### src/rtl/nvs_pkg.sv
package nvs_pkg;
    typedef enum logic [2:0] {
        ST_IDLE  = 3'd0,
        ST_DRAIN = 3'd1,
        ST_STORE = 3'd2,
        ST_LOCK  = 3'd3,
        ST_RECOV = 3'd4
    } nvs_state_e;
endpackage

### src/rtl/nvs_sync.sv
module nvs_sync #(
    parameter int STAGES = 2
) (
    input  logic clk,
    input  logic rst_n,
    input  logic async_in,
    output logic sync_out
);
    logic [STAGES-1:0] sh_d, sh_q;

    always_comb begin
        sh_d = {sh_q[STAGES-2:0], async_in};
    end

    always_ff @(posedge clk or negedge rst_n) begin
        if (!rst_n) sh_q <= '1;
        else        sh_q <= sh_d;
    end

    assign sync_out = sh_q[STAGES-1];
endmodule

### src/rtl/nvs_mem.sv
module nvs_mem #(
    parameter int DW    = 8,
    parameter int DEPTH = 16,
    localparam int AW   = $clog2(DEPTH)
) (
    input  logic          clk,
    input  logic          rst_n,
    input  logic          wr_en,
    input  logic [AW-1:0] addr,
    input  logic [DW-1:0] wdata,
    input  logic          copy_en,
    input  logic [AW-1:0] copy_idx,
    output logic [DW-1:0] rdata,
    output logic [DW-1:0] nv_rdata
);
    logic [DW-1:0] arr_d [DEPTH];
    logic [DW-1:0] arr_q [DEPTH];
    logic [DW-1:0] nv_d  [DEPTH];
    logic [DW-1:0] nv_q  [DEPTH];

    always_comb begin
        arr_d = arr_q;
        nv_d  = nv_q;
        if (wr_en)   arr_d[addr]   = wdata;
        if (copy_en) nv_d[copy_idx] = arr_q[copy_idx];
    end

    always_ff @(posedge clk or negedge rst_n) begin
        if (!rst_n) begin
            for (int i = 0; i < DEPTH; i++) begin
                arr_q[i] <= '0;
                nv_q[i]  <= '0;
            end
        end else begin
            arr_q <= arr_d;
            nv_q  <= nv_d;
        end
    end

    assign rdata    = arr_q[addr];
    assign nv_rdata = nv_q[addr];

    // a copy and a write never hit the same cycle (writes are refused in the store state)
    a_r8_no_write_during_copy: assert property (@(posedge clk) disable iff (!rst_n)
        copy_en |-> !wr_en);
endmodule

### src/rtl/nvs_seq.sv
module nvs_seq
    import nvs_pkg::*;
#(
    parameter int DEPTH     = 16,
    parameter int MIN_PW    = 3,
    parameter int DRAIN_CYC = 8,
    parameter int STORE_CYC = 40,
    parameter int RECOV_CYC = 6,
    localparam int AW       = $clog2(DEPTH),
    localparam int MAXC     = (STORE_CYC > DRAIN_CYC) ?
                              ((STORE_CYC > RECOV_CYC) ? STORE_CYC : RECOV_CYC) :
                              ((DRAIN_CYC > RECOV_CYC) ? DRAIN_CYC : RECOV_CYC),
    localparam int CW       = $clog2(((MAXC > DEPTH) ? MAXC : DEPTH) + 1),
    localparam int PW_W     = $clog2(MIN_PW + 1)
) (
    input  logic          clk,
    input  logic          rst_n,
    input  logic          req_low,
    input  logic          ce_n,
    input  logic          we_n,
    input  logic          oe_n,
    output logic          wr_en,
    output logic          rd_en,
    output logic          busy,
    output logic          copy_en,
    output logic [AW-1:0] copy_idx
);
    typedef struct packed {
        nvs_state_e      st;
        logic [CW-1:0]   cnt;
        logic [PW_W-1:0] pw;
        logic            dirty;
    } seq_t;

    seq_t r_q, r_d;
    logic access_en;

    always_comb begin
        access_en = (r_q.st == ST_IDLE) || ((r_q.st == ST_DRAIN) && !ce_n);
        wr_en     = access_en && !ce_n && !we_n;
        rd_en     = access_en && !ce_n && we_n && !oe_n;

        r_d       = r_q;
        r_d.dirty = r_q.dirty | wr_en;
        busy      = 1'b0;
        copy_en   = 1'b0;
        copy_idx  = r_q.cnt[AW-1:0];

        case (r_q.st)
            ST_IDLE: begin
                if (req_low) begin
                    if (r_q.pw == PW_W'(MIN_PW - 1)) begin
                        r_d.st  = ST_DRAIN;
                        r_d.cnt = '0;
                        r_d.pw  = '0;
                    end else begin
                        r_d.pw = r_q.pw + 1'b1;
                    end
                end else begin
                    r_d.pw = '0;
                end
            end
            ST_DRAIN: begin
                busy = 1'b1;
                if (ce_n || r_q.cnt == CW'(DRAIN_CYC - 1)) begin
                    r_d.cnt = '0;
                    r_d.st  = r_d.dirty ? ST_STORE : ST_LOCK;
                end else begin
                    r_d.cnt = r_q.cnt + 1'b1;
                end
            end
            ST_STORE: begin
                busy    = 1'b1;
                copy_en = (r_q.cnt < CW'(DEPTH));
                if (r_q.cnt == CW'(STORE_CYC - 1)) begin
                    r_d.st    = ST_LOCK;
                    r_d.cnt   = '0;
                    r_d.dirty = 1'b0;
                end else begin
                    r_d.cnt = r_q.cnt + 1'b1;
                end
            end
            ST_LOCK: begin
                if (!req_low) begin
                    r_d.st  = ST_RECOV;
                    r_d.cnt = '0;
                end
            end
            ST_RECOV: begin
                if (r_q.cnt == CW'(RECOV_CYC - 1)) begin
                    r_d.st  = ST_IDLE;
                    r_d.cnt = '0;
                end else begin
                    r_d.cnt = r_q.cnt + 1'b1;
                end
            end
            default: r_d.st = ST_IDLE;
        endcase
    end

    always_ff @(posedge clk or negedge rst_n) begin
        if (!rst_n) r_q <= '{st: ST_IDLE, cnt: '0, pw: '0, dirty: 1'b0};
        else        r_q <= r_d;
    end

    // busy only starts while the synchronised request is low
    a_r5_busy_needs_req: assert property (@(posedge clk) disable iff (!rst_n)
        $rose(busy) |-> $past(req_low));
    // the copy phase is only ever entered with the dirty flag set
    a_r7_store_needs_dirty: assert property (@(posedge clk) disable iff (!rst_n)
        (r_q.st == ST_STORE) |-> r_q.dirty);
    // the flag is clear once a copy has finished
    a_r8_dirty_cleared: assert property (@(posedge clk) disable iff (!rst_n)
        ($past(r_q.st) == ST_STORE && r_q.st == ST_LOCK) |-> !r_q.dirty);
    // no access is honoured during lockout or recovery
    a_r9_lock_blocks: assert property (@(posedge clk) disable iff (!rst_n)
        (r_q.st == ST_LOCK || r_q.st == ST_RECOV) |-> (!wr_en && !rd_en));
    a_r10_recov_bound: assert property (@(posedge clk) disable iff (!rst_n)
        (r_q.st == ST_RECOV) |-> (r_q.cnt < CW'(RECOV_CYC)));
    // the drain window never exceeds its limit
    a_r6_drain_bound: assert property (@(posedge clk) disable iff (!rst_n)
        (r_q.st == ST_DRAIN) |-> (r_q.cnt < CW'(DRAIN_CYC)));
endmodule

### src/rtl/nvsram_store_ctrl.sv
module nvsram_store_ctrl #(
    parameter int DW        = 8,
    parameter int DEPTH     = 16,
    parameter int MIN_PW    = 3,
    parameter int DRAIN_CYC = 8,
    parameter int STORE_CYC = 40,   // must be >= DEPTH
    parameter int RECOV_CYC = 6,
    localparam int AW       = $clog2(DEPTH)
) (
    input  logic          clk,
    input  logic          rst_n,
    input  logic          ce_n,
    input  logic          we_n,
    input  logic          oe_n,
    input  logic [AW-1:0] addr,
    input  logic [DW-1:0] din,
    output logic [DW-1:0] dout,
    output logic          dout_en,
    input  logic          store_req_n,
    output logic          store_busy,
    output logic [DW-1:0] nv_q
);
    logic          req_s;
    logic          wr_en, rd_en, copy_en;
    logic [AW-1:0] copy_idx;
    logic [DW-1:0] rdata;

    nvs_sync #(.STAGES(2)) u_sync (
        .clk(clk), .rst_n(rst_n), .async_in(store_req_n), .sync_out(req_s)
    );

    nvs_seq #(
        .DEPTH(DEPTH), .MIN_PW(MIN_PW), .DRAIN_CYC(DRAIN_CYC),
        .STORE_CYC(STORE_CYC), .RECOV_CYC(RECOV_CYC)
    ) u_seq (
        .clk(clk), .rst_n(rst_n), .req_low(!req_s),
        .ce_n(ce_n), .we_n(we_n), .oe_n(oe_n),
        .wr_en(wr_en), .rd_en(rd_en), .busy(store_busy),
        .copy_en(copy_en), .copy_idx(copy_idx)
    );

    nvs_mem #(.DW(DW), .DEPTH(DEPTH)) u_mem (
        .clk(clk), .rst_n(rst_n), .wr_en(wr_en), .addr(addr), .wdata(din),
        .copy_en(copy_en), .copy_idx(copy_idx), .rdata(rdata), .nv_rdata(nv_q)
    );

    assign dout_en = rd_en;
    assign dout    = rd_en ? rdata : '0;

    // deselected means the data driver is off
    a_r1_deselect_quiet: assert property (@(posedge clk) disable iff (!rst_n)
        ce_n |-> !dout_en);
    // a write cycle never drives data
    a_r3_write_no_drive: assert property (@(posedge clk) disable iff (!rst_n)
        (!ce_n && !we_n) |-> !dout_en);
endmodule

### config.mk
export PLATFORM = sky130hd
export DESIGN_NAME = nvsram_store_ctrl
export DESIGN_NICKNAME = d
export VERILOG_FILES = /design/src/rtl/nvs_pkg.sv /design/src/rtl/nvs_sync.sv /design/src/rtl/nvs_mem.sv /design/src/rtl/nvs_seq.sv /design/src/rtl/nvsram_store_ctrl.sv
export SDC_FILE = /design/constraint.sdc
export NUM_CORES = 1
export LEC_CHECK = 0
export BUFFER_PORTS_ARGS = -buffer_cell sky130_fd_sc_hd__buf_4
export CAP_MARGIN = 10
export CORE_MARGIN = 2
export CORE_UTILIZATION = 45
export CTS_CLUSTER_DIAMETER = 80
export CTS_CLUSTER_SIZE = 25
export DETAILED_ROUTE_END_ITERATION = 16
export GPL_TIMING_DRIVEN = 0
export PLACE_DENSITY = 0.59
export REMOVE_ABC_BUFFERS = 1
export SKIP_CTS_REPAIR_TIMING = 1
export SLEW_MARGIN = 20
export SYNTH_ARGS = -nofsm -noshare
export SYNTH_HDL_FRONTEND = slang
export SYNTH_SLANG_ARGS = --single-unit
### constraint.sdc
create_clock -name clk -period 5 [get_ports clk]
set_clock_uncertainty 0.1 [all_clocks]
set_input_delay 0.5 -clock clk [delete_from_list [all_inputs] [get_ports clk]]
set_output_delay 0.5 -clock clk [all_outputs]
set_load 0.02 [all_outputs]
==> results by group, run 1 <==
Run status
  – Outcome: finished clean

Power
  – Cell Pwr Density: around 470 nW/µm²
  – Gate power share: 0.336
  – NetSw: between 2 and 2.5 mW
  – Switching share of total power: 0.344
  – Clk pwr share: 0.208
  – Part of the power in registers: 0.456
  – VDD IR-drop max: approximately 0.28 mV
  – Lkg Pwr: 6.80 nW
  – Power Internal: 4.52 mW

Yosys
  – Post-synth top area cell: dfrtp_1
  – Async SR Flop Fraction: 1.00
  – Synth unique cells: just over 50
  – Top-area cell type share of the netlist area: 0.491
  – Post-synth EDFFs: 0
  – Mean Syn Cell Area: about 15 µm²
  – Number of synthesized register bits: 270
  – Synthesized area: ~14000 µm²
  – Sequential share of the synthesized area: 0.495
  – Top_reg_cell synth: dfrtp_1
  – Cells after synthesis: 888
  – Leading post-synthesis cells by cell area: dfrtp_1, mux2_2, mux4_2, mux2i_1, a22oi_1
  – Ys Warns: 0

GRT
  – GRT Total Usage: 0.218
  – Antenna violations before repair: 0
  – Total congestion overflow: 0
  – Global-route wire length before repair: between 50 and 60 mm
  – Largest net degree at the start of global routing: 98
  – Vias in the first global route: around 8400

Floorplan
  – Initial core utilization: 0.459
  – Core ar.: a little under 30000 µm²
  – FP Rows: 63
  – I/O pin count: 36
  – Die width: about 180 µm
  – Die ar.: between 30000 and 40000 µm²
  – Die Y: 178 µm

Place
  – Post-DP HPWL: 23.1 mm
  – IO Port Bufs: 35
  – DP Worst Slack: approximately 1.8 ns
  – Cells after DPL: around 1300
  – Gpl congestion: 0.797

Timing
  – PnR worst setup slack: ~1.6 ns
  – Fin Setup TNS: 0 ns
  – RSZ-0062 raised after global routing: no
  – Fin crit share: 0.681
  – Max-slew violations: 0
  – Crit path time final: between 3 and 4 ns
  – Hold WS: around 0.021 ns
  – Fin. Hold Viols: 0
  – Fmax: a little under 300 MHz
  – Worst-Margin Slew: 1.16 ns
  – Final setup violation count: 0
  – Max-slew headroom: 0.226

Detailed routing
  – Total routed wirelength: 33.4 mm
  – Pre-antenna DRT Iters: 5
  – DRC: 0
  – DR iter-0 viols: roughly 560
  – Final ANT Viol Nets: 0
  – Routed len/inst: about 26 µm
  – Vias per cell: 6.12
  – Vias: between 7000 and 8000

Critical path
  – Crit end category: output pin
  – CP required: roughly 4.4 ns
  – CP arrival: approximately 2.8 ns
  – CP max-delay cell: nor3_1
  – CP startpoint kind: register
  – Type of the worst setup path: register to output pin
  – Max FO, Critical Path: 11
  – Crit path cell chain: nor3_1, and3b_1, nand2_1, o22ai_1, buf_4
  – Reg2reg path depth: 4
  – Crit path largest cell delay: 0.56 ns

Cells and area
  – Antenna Cells: 0
  – P&R area growth vs syn: 8.02%
  – Final nets: about 900
  – Share of cells above drive strength 1: 0.488
  – FF/Latch Area: just under 7000 µm²
  – Final non-filler cell total: ~1300
  – Area occupied by multi-input gates: around 6500 µm²
  – Post-layout util: 0.496
  – Fillers: around 2500

Clock network
  – CTS tree: yes
  – CTS H-Tree Depth: 1
  – Root buffer cell: clkbuf_16
  – Clk sinks: 270
  – CTS Buffer Depth: 3
  – CTS buffer count: 16
  – Reg clk slew, reported paths: 0.10 ns
  – Clock latency on the worst-skew pair: just over 0.5 ns

Flow run
  – Max Cap Violations: 0

Min path
  – Hold WC Path Type: input port to register
  – WHS Path Cells: 1
==> worst paths after layout <==
path,start,to,slack [ns]
worst max-delay path,u_seq.r_q[11]$_DFFE_PN0P_,dout[6],1.60
worst min-delay path,store_req_n,u_sync.sh_q[0]$_DFF_PN1_,0.02
worst max register to register,u_seq.r_q[11]$_DFFE_PN0P_,u_mem.arr_q[95]$_DFFE_PN0P_,2.03
worst min register to register,u_sync.sh_q[0]$_DFF_PN1_,u_sync.sh_q[1]$_DFF_PN1_,0.26
max in group asynchronous,rst_n,u_mem.arr_q[120]$_DFFE_PN0P_,3.36
min in group asynchronous,rst_n,u_mem.nv_q[62]$_DFFE_PN0P_,0.53
==> state kept, by name (all words and copies together), names as in the netlist <==
name and count:
u_sync.sh_q 2, u_mem.nv_q 128, u_mem.arr_q 128, u_seq.copy_idx 4, u_seq.r_q 8
==> logic make-up (layout without fill, tap and decap cells) <==
logic type | count (synthesis) | after routing | synth area share
AOI/OAI and AO/OA | 50 | 50 | 0.0275
and+or+nand+nor | 86 | 86 | 0.0405
buffers and inverters | 64 | 72 | 0.0252
muxes | 413 | 413 | 0.407
DFF | 270 | 270 | 0.495
adders and majority gates | 4 | 4 | 0.00367
xor gates and xnor gates | 1 | 1 | 0.000642
==> cell usage after synthesis, types with 2 or more instances <==
cell,number
dfrtp_1,268
mux2_2,259
mux4_2,88
mux2i_1,66
clkbuf_1,19
nand2_1,19
buf_2,18
a22oi_1,16
nor2_1,14
o22ai_1,10
buf_1,9
nand3_2,9
a21o_1,8
nor2b_1,7
inv_1,6
nor3_1,6
nand3_1,5
o21ai_0,5
buf_4,4
buf_6,4
ha_1,4
a21oi_1,3
and3_1,3
clkbuf_8,3
nand3b_1,3
and2_1,2
and3b_1,2
dfstp_2,2
nand4_1,2
nand4_2,2
or3_1,2
==> critical path, delay by kind of cell (launching register included) <==
kind / cells / cell delay (ns)
AND/OR/NAND/NOR: 3 / 1.26
AO/OA/AOI/OAI: 1 / 0.31
flip-flops: 1 / 0.53
buffers and inverters: 1 / 0.20
==> power by group through the flow <==
stage / registers, mW / clock network [mW] / logic, mW
6_report: 3.15 / 1.43 / 2.32
2_1_floorplan: 3.09 / 0 / 1.56
3_5_place_dp: 3.19 / 0 / 2.31
5_1_grt: 3.22 / 1.55 / 2.48
4_1_cts: 3.14 / 1.47 / 2.32
3_3_place_gp: 3.21 / 0 / 2.11
==> metal layers <==
metal  track usage  share of wire
met3        0.0226          0.040
met5             0              0
met4        0.0485          0.020
met1         0.322           0.46
met2         0.353           0.48
==> metrics by stage <==
stage | power [mW] | instance area [µm²]
3_3_place_gp | 5.32 | 14100
6_report | 6.89 | 14700
2_1_floorplan | 4.65 | 13300
4_1_cts | 6.92 | 14700
3_5_place_dp | 5.50 | 14200
5_1_grt | 7.25 | 14700
==> area by class of cell <==
| class | count | share of cell area |
|---|---|---|
| Multi-Input combinational cell | 554 | 0.444 |
| Inverter | 6 | 0.00153 |
| Timing Repair Buffer | 41 | 0.0281 |
| Clock inverter | 6 | 0.00450 |
| Tap cell | 390 | 0.0331 |
| Clock buffer | 19 | 0.0300 |
| Sequential cell | 270 | 0.459 |
==> cells in the final DEF (no fill, tap or decap), types with 2 or more instances in the layout <==
cell,count
dfrtp_1,266
nand2_1,19
nor2_1,14
and3b_1,2
nand3_1,5
dfstp_2,2
and2_1,2
buf_16,4
nor2b_1,7
nand3b_1,3
o21ai_0,5
or3_1,2
mux2_2,259
a22oi_1,16
o22ai_1,10
inv_1,6
nand3_2,9
buf_4,33
clkbuf_16,17
a21o_1,8
a21oi_1,3
mux2i_1,66
nand4_2,2
nor3_1,6
nand4_1,2
mux4_2,88
ha_1,4
clkinv_8,2
and3_1,3
Note: power is estimated with default switching activity, not from simulation.
==> run 2, diff against run 1 <==
--- a/config.mk
+++ b/config.mk
@@ -13,7 +13,7 @@
 export CTS_CLUSTER_SIZE = 25
 export DETAILED_ROUTE_END_ITERATION = 16
 export GPL_TIMING_DRIVEN = 0
-export PLACE_DENSITY = 0.59
+export PLACE_DENSITY = 0.61
 export REMOVE_ABC_BUFFERS = 1
 export SKIP_CTS_REPAIR_TIMING = 1
 export SLEW_MARGIN = 20
==> constraint.sdc (replaced) <==
create_clock -name clk -period 3 [get_ports clk]
set_clock_uncertainty 0.1 [all_clocks]
set_input_delay 0.3 -clock clk [delete_from_list [all_inputs] [get_ports clk]]
set_output_delay 0.3 -clock clk [all_outputs]
set_load 0.02 [all_outputs]
==> results by group, run 2 (synthesis gave the netlist of run 1 again) <==
Timing
  – Fin. Hold Viols: 0
  – Worst-Margin Slew: around 1.1 ns
  – Final setup violation count: 0
  – Crit path time final: around 2.9 ns
  – Max-slew violations: 0
  – Fin Setup TNS: 0 ns
  – Fmax: approximately 350 MHz
  – Fin crit share: 0.957
  – Max-slew headroom: 0.268

Detailed routing
  – Pre-antenna DRT Iters: 5
  – Final ANT Viol Nets: 0
  – DR iter-0 viols: between 500 and 600
  – DRC: 0
  – Routed len/inst: 25.0 µm
  – Total routed wirelength: approximately 32 mm
  – Vias per cell: approximately 6
  – Vias: 7735

Critical path
  – Crit end category: output pin
  – CP startpoint kind: register
  – CP arrival: 2.47 ns
  – CP required: 2.60 ns
  – Type of the worst setup path: register to output pin
  – Reg2reg path depth: 6
  – Max FO, Critical Path: 11

Floorplan
  – Die width: around 180 µm
  – Core ar.: roughly 30000 µm²
  – Initial core utilization: 0.459
  – Die ar.: 31700 µm²
  – I/O pin count: 36
  – FP Rows: 63
  – Die Y: roughly 180 µm

Cells and area
  – P&R area growth vs syn: 9.14%
  – Final nets: 915
  – Largest regs: u_mem.arr_q: 128 flops, u_mem.nv_q: 128 flops, u_seq.r_q: 8 flops
  – Post-layout util: 0.501
  – Share of cells above drive strength 1: 0.496
  – Commonest non-fill, non-tap cell in the layout: dfrtp_1
  – Most frequent cells in the layout: dfrtp_1, mux2_2, mux4_2, mux2i_1, buf_4
  – Fillers: 2494
  – Final non-filler cell total: about 1300
  – Fin area: between 10000 and 15000 µm²
  – Antenna Cells: 0

Run status
  – Outcome: finished clean

Place
  – Post-DP HPWL: 21.5 mm
  – IO Port Bufs: 35
  – Cells after DPL: 1261
  – Placed instance area: 14200 µm²
  – Gpl congestion: 0.735

Power
  – Power Total: between 10 and 15 mW
  – Lkg Pwr: 6.86 nW
  – Cell Pwr Density: 785 nW/µm²
  – VDD IR-drop max: roughly 0.42 mV

Clock network
  – Clock latency on the worst-skew pair: 0.51 ns
  – CTS tree: yes
  – Root buffer cell: clkbuf_16
  – Reg clk slew, reported paths: about 0.090 ns
  – CTS Buffer Depth: 3
  – CTS H-Tree Depth: 1
  – CTS buffer count: 16
  – Clk sinks: 270

Flow run
  – Max Cap Violations: 0

GRT
  – Global-route wire length before repair: between 40 and 50 mm
  – Vias in the first global route: around 7600
  – GRT Total Usage: 0.210
  – Largest net degree at the start of global routing: 96
  – Total congestion overflow: 0
  – Antenna violations before repair: 0

Min path
  – Hold WC Path Type: input port to register
  – WHS Path Cells: 4
run 2: final timing paths:
kind                                                from                     endpoint  slack (ns)
min in group asynchronous                          rst_n  u_mem.nv_q[118]$_DFFE_PN0P_        0.17
min                                                 we_n       u_seq.r_q[0]$_DFF_PN0_        0.04
min reg2reg                     u_sync.sh_q[0]$_DFF_PN1_     u_sync.sh_q[1]$_DFF_PN1_        0.26
max in group asynchronous                          rst_n  u_mem.arr_q[22]$_DFFE_PN0P_        1.12
max                            u_seq.r_q[11]$_DFFE_PN0P_                      dout[5]        0.13
max reg2reg                u_seq.copy_idx[0]$_DFFE_PN0P_     u_seq.r_q[9]$_DFFE_PN0P_        0.19
run 2: per-stage QoR:
stage                     setup slack (ns)  hold slack, ns
after detailed placement           0.00507           0.107
after global placement               -2.05           0.249
final                                0.129          0.0414
after global routing              -0.00295          0.0746
after CTS                           -0.163          -0.437
after floorplan                     -0.854         -0.0956
run 2: critical path, cell delays in order, from the launching register on:
cell and delay, ns:
dfrtp_1 0.57, nor3_4 0.33, and3b_2 0.33, nand2_1 0.21
o22ai_1 0.33, buf_4 0.20
run 2: layer usage:
layer / GRT usage / wire length (µm) / part of all wire
met5: 0 / 0 / 0
met4: 0.0372 / 500 / 0.015
met3: 0.0207 / 996 / 0.031
met2: 0.326 / 15000 / 0.47
met1: 0.324 / 15800 / 0.49
run 2: layout make-up:
| type | count | area [µm²] | area share |
|---|---|---|---|
| inverter | 6 | 22.5 | 0.00151 |
| multi-input combinational | 554 | 6570 | 0.441 |
| tap | 390 | 488 | 0.0328 |
| clock inverter | 8 | 143 | 0.00958 |
| sequential | 270 | 6770 | 0.454 |
| clock buffer | 18 | 429 | 0.0288 |
| timing repair buffer | 45 | 479 | 0.0322 |
run 2: power breakdown:
part	internal, mW	switching [mW]	total [mW]	leakage, nW
combinational	1.97	1.90	3.88	2.96
clock	1.33	1.30	2.63	0.277
sequential	4.50	0.695	5.19	3.63
total	7.80	3.90	11.7	6.86
==> run 3, diff against run 2 <==
--- a/config.mk
+++ b/config.mk
@@ -10,7 +10,7 @@
 export CORE_MARGIN = 2
 export CORE_UTILIZATION = 45
 export CTS_CLUSTER_DIAMETER = 80
-export CTS_CLUSTER_SIZE = 25
+export CTS_CLUSTER_SIZE = 12
 export DETAILED_ROUTE_END_ITERATION = 16
 export GPL_TIMING_DRIVEN = 0
 export PLACE_DENSITY = 0.61
@@ -20,3 +20,4 @@
 export SYNTH_ARGS = -nofsm -noshare
 export SYNTH_HDL_FRONTEND = slang
 export SYNTH_SLANG_ARGS = --single-unit
+export TNS_END_PERCENT = 5
==> constraint.sdc (replaced) <==
create_clock -name clk -period 3 [get_ports clk]
set_clock_uncertainty 0.1 [all_clocks]
set_input_delay 0.3 -clock clk [delete_from_list [all_inputs] [get_ports clk]]
set_output_delay 0.3 -clock clk [all_outputs]
set_load 0.05 [all_outputs]
==> results by group, run 3 (synthesis gave the netlist of run 1 again) <==
Place
  – Cells after DPL: ~1300
  – IO Port Bufs: 35
  – DP Worst Slack: 0.00507 ns
  – Post-DP HPWL: roughly 22 mm
  – Gpl congestion: roughly 0.74

GRT
  – Antenna violations before repair: 0
  – Largest net degree at the start of global routing: between 90 and 100
  – Vias in the first global route: about 7800
  – GRT Total Usage: 0.211
  – Global-route wire length before repair: around 50 mm
  – Total congestion overflow: 0

Detailed routing
  – Routed len/inst: roughly 25 µm
  – DR iter-0 viols: roughly 530
  – WL met2: approximately 15 mm
  – Final ANT Viol Nets: 0
  – Wire length on met1: ~16 mm
  – WL met3: about 1.2 mm
  – Vias per cell: between 5 and 6
  – Pre-antenna DRT Iters: 5
  – DRC: 0
  – Vias: between 7000 and 8000
  – Total routed wirelength: around 32 mm
  – Max layer used: met4

Floorplan
  – Die width: ~180 µm
  – I/O pin count: 36
  – Die Y: 178 µm
  – Initial core utilization: 0.459
  – Core ar.: a little under 30000 µm²
  – FP Rows: 63
  – Die ar.: between 30000 and 40000 µm²

Cells and area
  – P&R area growth vs syn: 10.3%
  – FF/Latch Area: roughly 6800 µm²
  – Share of cells above drive strength 1: 0.496
  – Largest regs: u_mem.arr_q: 128 flops, u_mem.nv_q: 128 flops, u_seq.r_q: 8 flops
  – Commonest non-fill, non-tap cell in the layout: dfrtp_1
  – Most frequent cells in the layout: dfrtp_1, mux2_2, mux4_2, mux2i_1, buf_4
  – Area occupied by multi-input gates: roughly 6600 µm²
  – Final non-filler cell total: between 1000 and 1500
  – Fillers: 2473
  – Antenna Cells: 0
  – Final nets: between 900 and 1000

Run status
  – Outcome: finished clean

Timing
  – Fmax: 350 MHz
  – Max-slew violations: 0
  – Fin crit share: 0.953
  – Fin. Hold Viols: 0
  – Max-slew headroom: 0.265
  – Fin Setup TNS: 0 ns
  – Crit path time final: 2.86 ns
  – Final setup violation count: 0
  – Worst-Margin Slew: 1.10 ns
  – RSZ-0062 raised after global routing: no
  – PnR worst setup slack: approximately 0.14 ns

Critical path
  – Type of the worst setup path: register to output pin
  – Crit path largest cell delay: between 0.5 and 0.6 ns
  – CP arrival: between 2 and 2.5 ns
  – Reg2reg setup slack: between 0.2 and 0.25 ns
  – Max FO, Critical Path: 11
  – CP required: 2.60 ns
  – CP startpoint kind: register
  – CP max-delay cell: dfrtp_2
  – Crit end category: output pin
  – Crit path cell chain: nor3_4, and3b_2, nand2_1, o22ai_1, buf_4

Clock network
  – Root buffer cell: clkbuf_16
  – Clock latency on the worst-skew pair: 0.55 ns
  – CTS tree: yes
  – Reg clk slew, reported paths: approximately 0.06 ns
  – CTS buffer count: 26
  – CTS H-Tree Depth: 1
  – Clk sinks: 270
  – CTS Buffer Depth: 3

Power
  – Cell Pwr Density: 809 nW/µm²
  – VDD IR-drop max: ~0.40 mV
  – Lkg Pwr: 6.92 nW

Min path
  – Hold WC Path Type: input port to register

Flow run
  – Max Cap Violations: 0
==> run 3: changes by cell type in the layout (fill, tap and decap cells not counted), moves of 2 or more <==
cell       before  now
clkbuf_1        1    9
dfrtp_1       265  263
dfrtp_2         2    4
clkbuf_16      17   26
bufinv_16       3    1
==> run 3: critical path, delay by kind of cell (launching register included) <==
family          cells  cell delay, ns
simple gates        3            0.83
compound gates      1            0.31
buf+inv             1            0.25
flops               1            0.51
==> run 3: area by class of cell <==
cell class                 instances  area share
multi-input combinational        554       0.437
inverter                           6     0.00150
timing repair buffer              43      0.0295
clock buffer                      36      0.0464
clock inverter                     2     0.00308
tap                              390      0.0324
sequential                       270       0.450
==> run 3: metrics by stage <==
| step | hold slack [ns] | cell area (µm²) | power [mW] | util |
|---|---|---|---|---|
| 4_1_cts | -0.453 | 15000 | 12.2 | 0.504 |
| 3_5_place_dp | 0.107 | 14200 | 9.16 | 0.479 |
| 2_1_floorplan | -0.0956 | 13300 | 7.83 | - |
| 6_report | 0.00466 | 15000 | 12.2 | 0.506 |
| 5_1_grt | 0.0390 | 15000 | 12.8 | 0.506 |
| 3_3_place_gp | 0.249 | 14100 | 9.07 | 0.474 |
==> run 3: worst paths after layout <==
check | startpoint | endpoint | cells past startpoint
setup reg to reg | u_seq.copy_idx[1]$_DFFE_PN0P_ | u_seq.r_q[9]$_DFFE_PN0P_ | 6
hold reg to reg | u_sync.sh_q[0]$_DFF_PN1_ | u_sync.sh_q[1]$_DFF_PN1_ | 0
min in group asynchronous | rst_n | u_mem.nv_q[118]$_DFFE_PN0P_ | 2
hold / removal | we_n | u_seq.r_q[0]$_DFF_PN0_ | 4
setup / recovery | u_seq.r_q[11]$_DFFE_PN0P_ | dout[3] | 5
max in group asynchronous | rst_n | u_mem.nv_q[0]$_DFFE_PN0P_ | 5
==> run 3: power by group <==
| group | internal [mW] | switching, mW |
|---|---|---|
| combinational | 1.95 | 1.92 |
| sequential | 4.51 | 0.752 |
| clock | 1.69 | 1.36 |
| total | 8.14 | 4.03 |
==> run 3: routing by layer <==
metal  GRT usage  up-vias
li1            -     3417
met1       0.325     4170
met2       0.329      136
met3      0.0217       31
met4      0.0389        0
met5           0        -
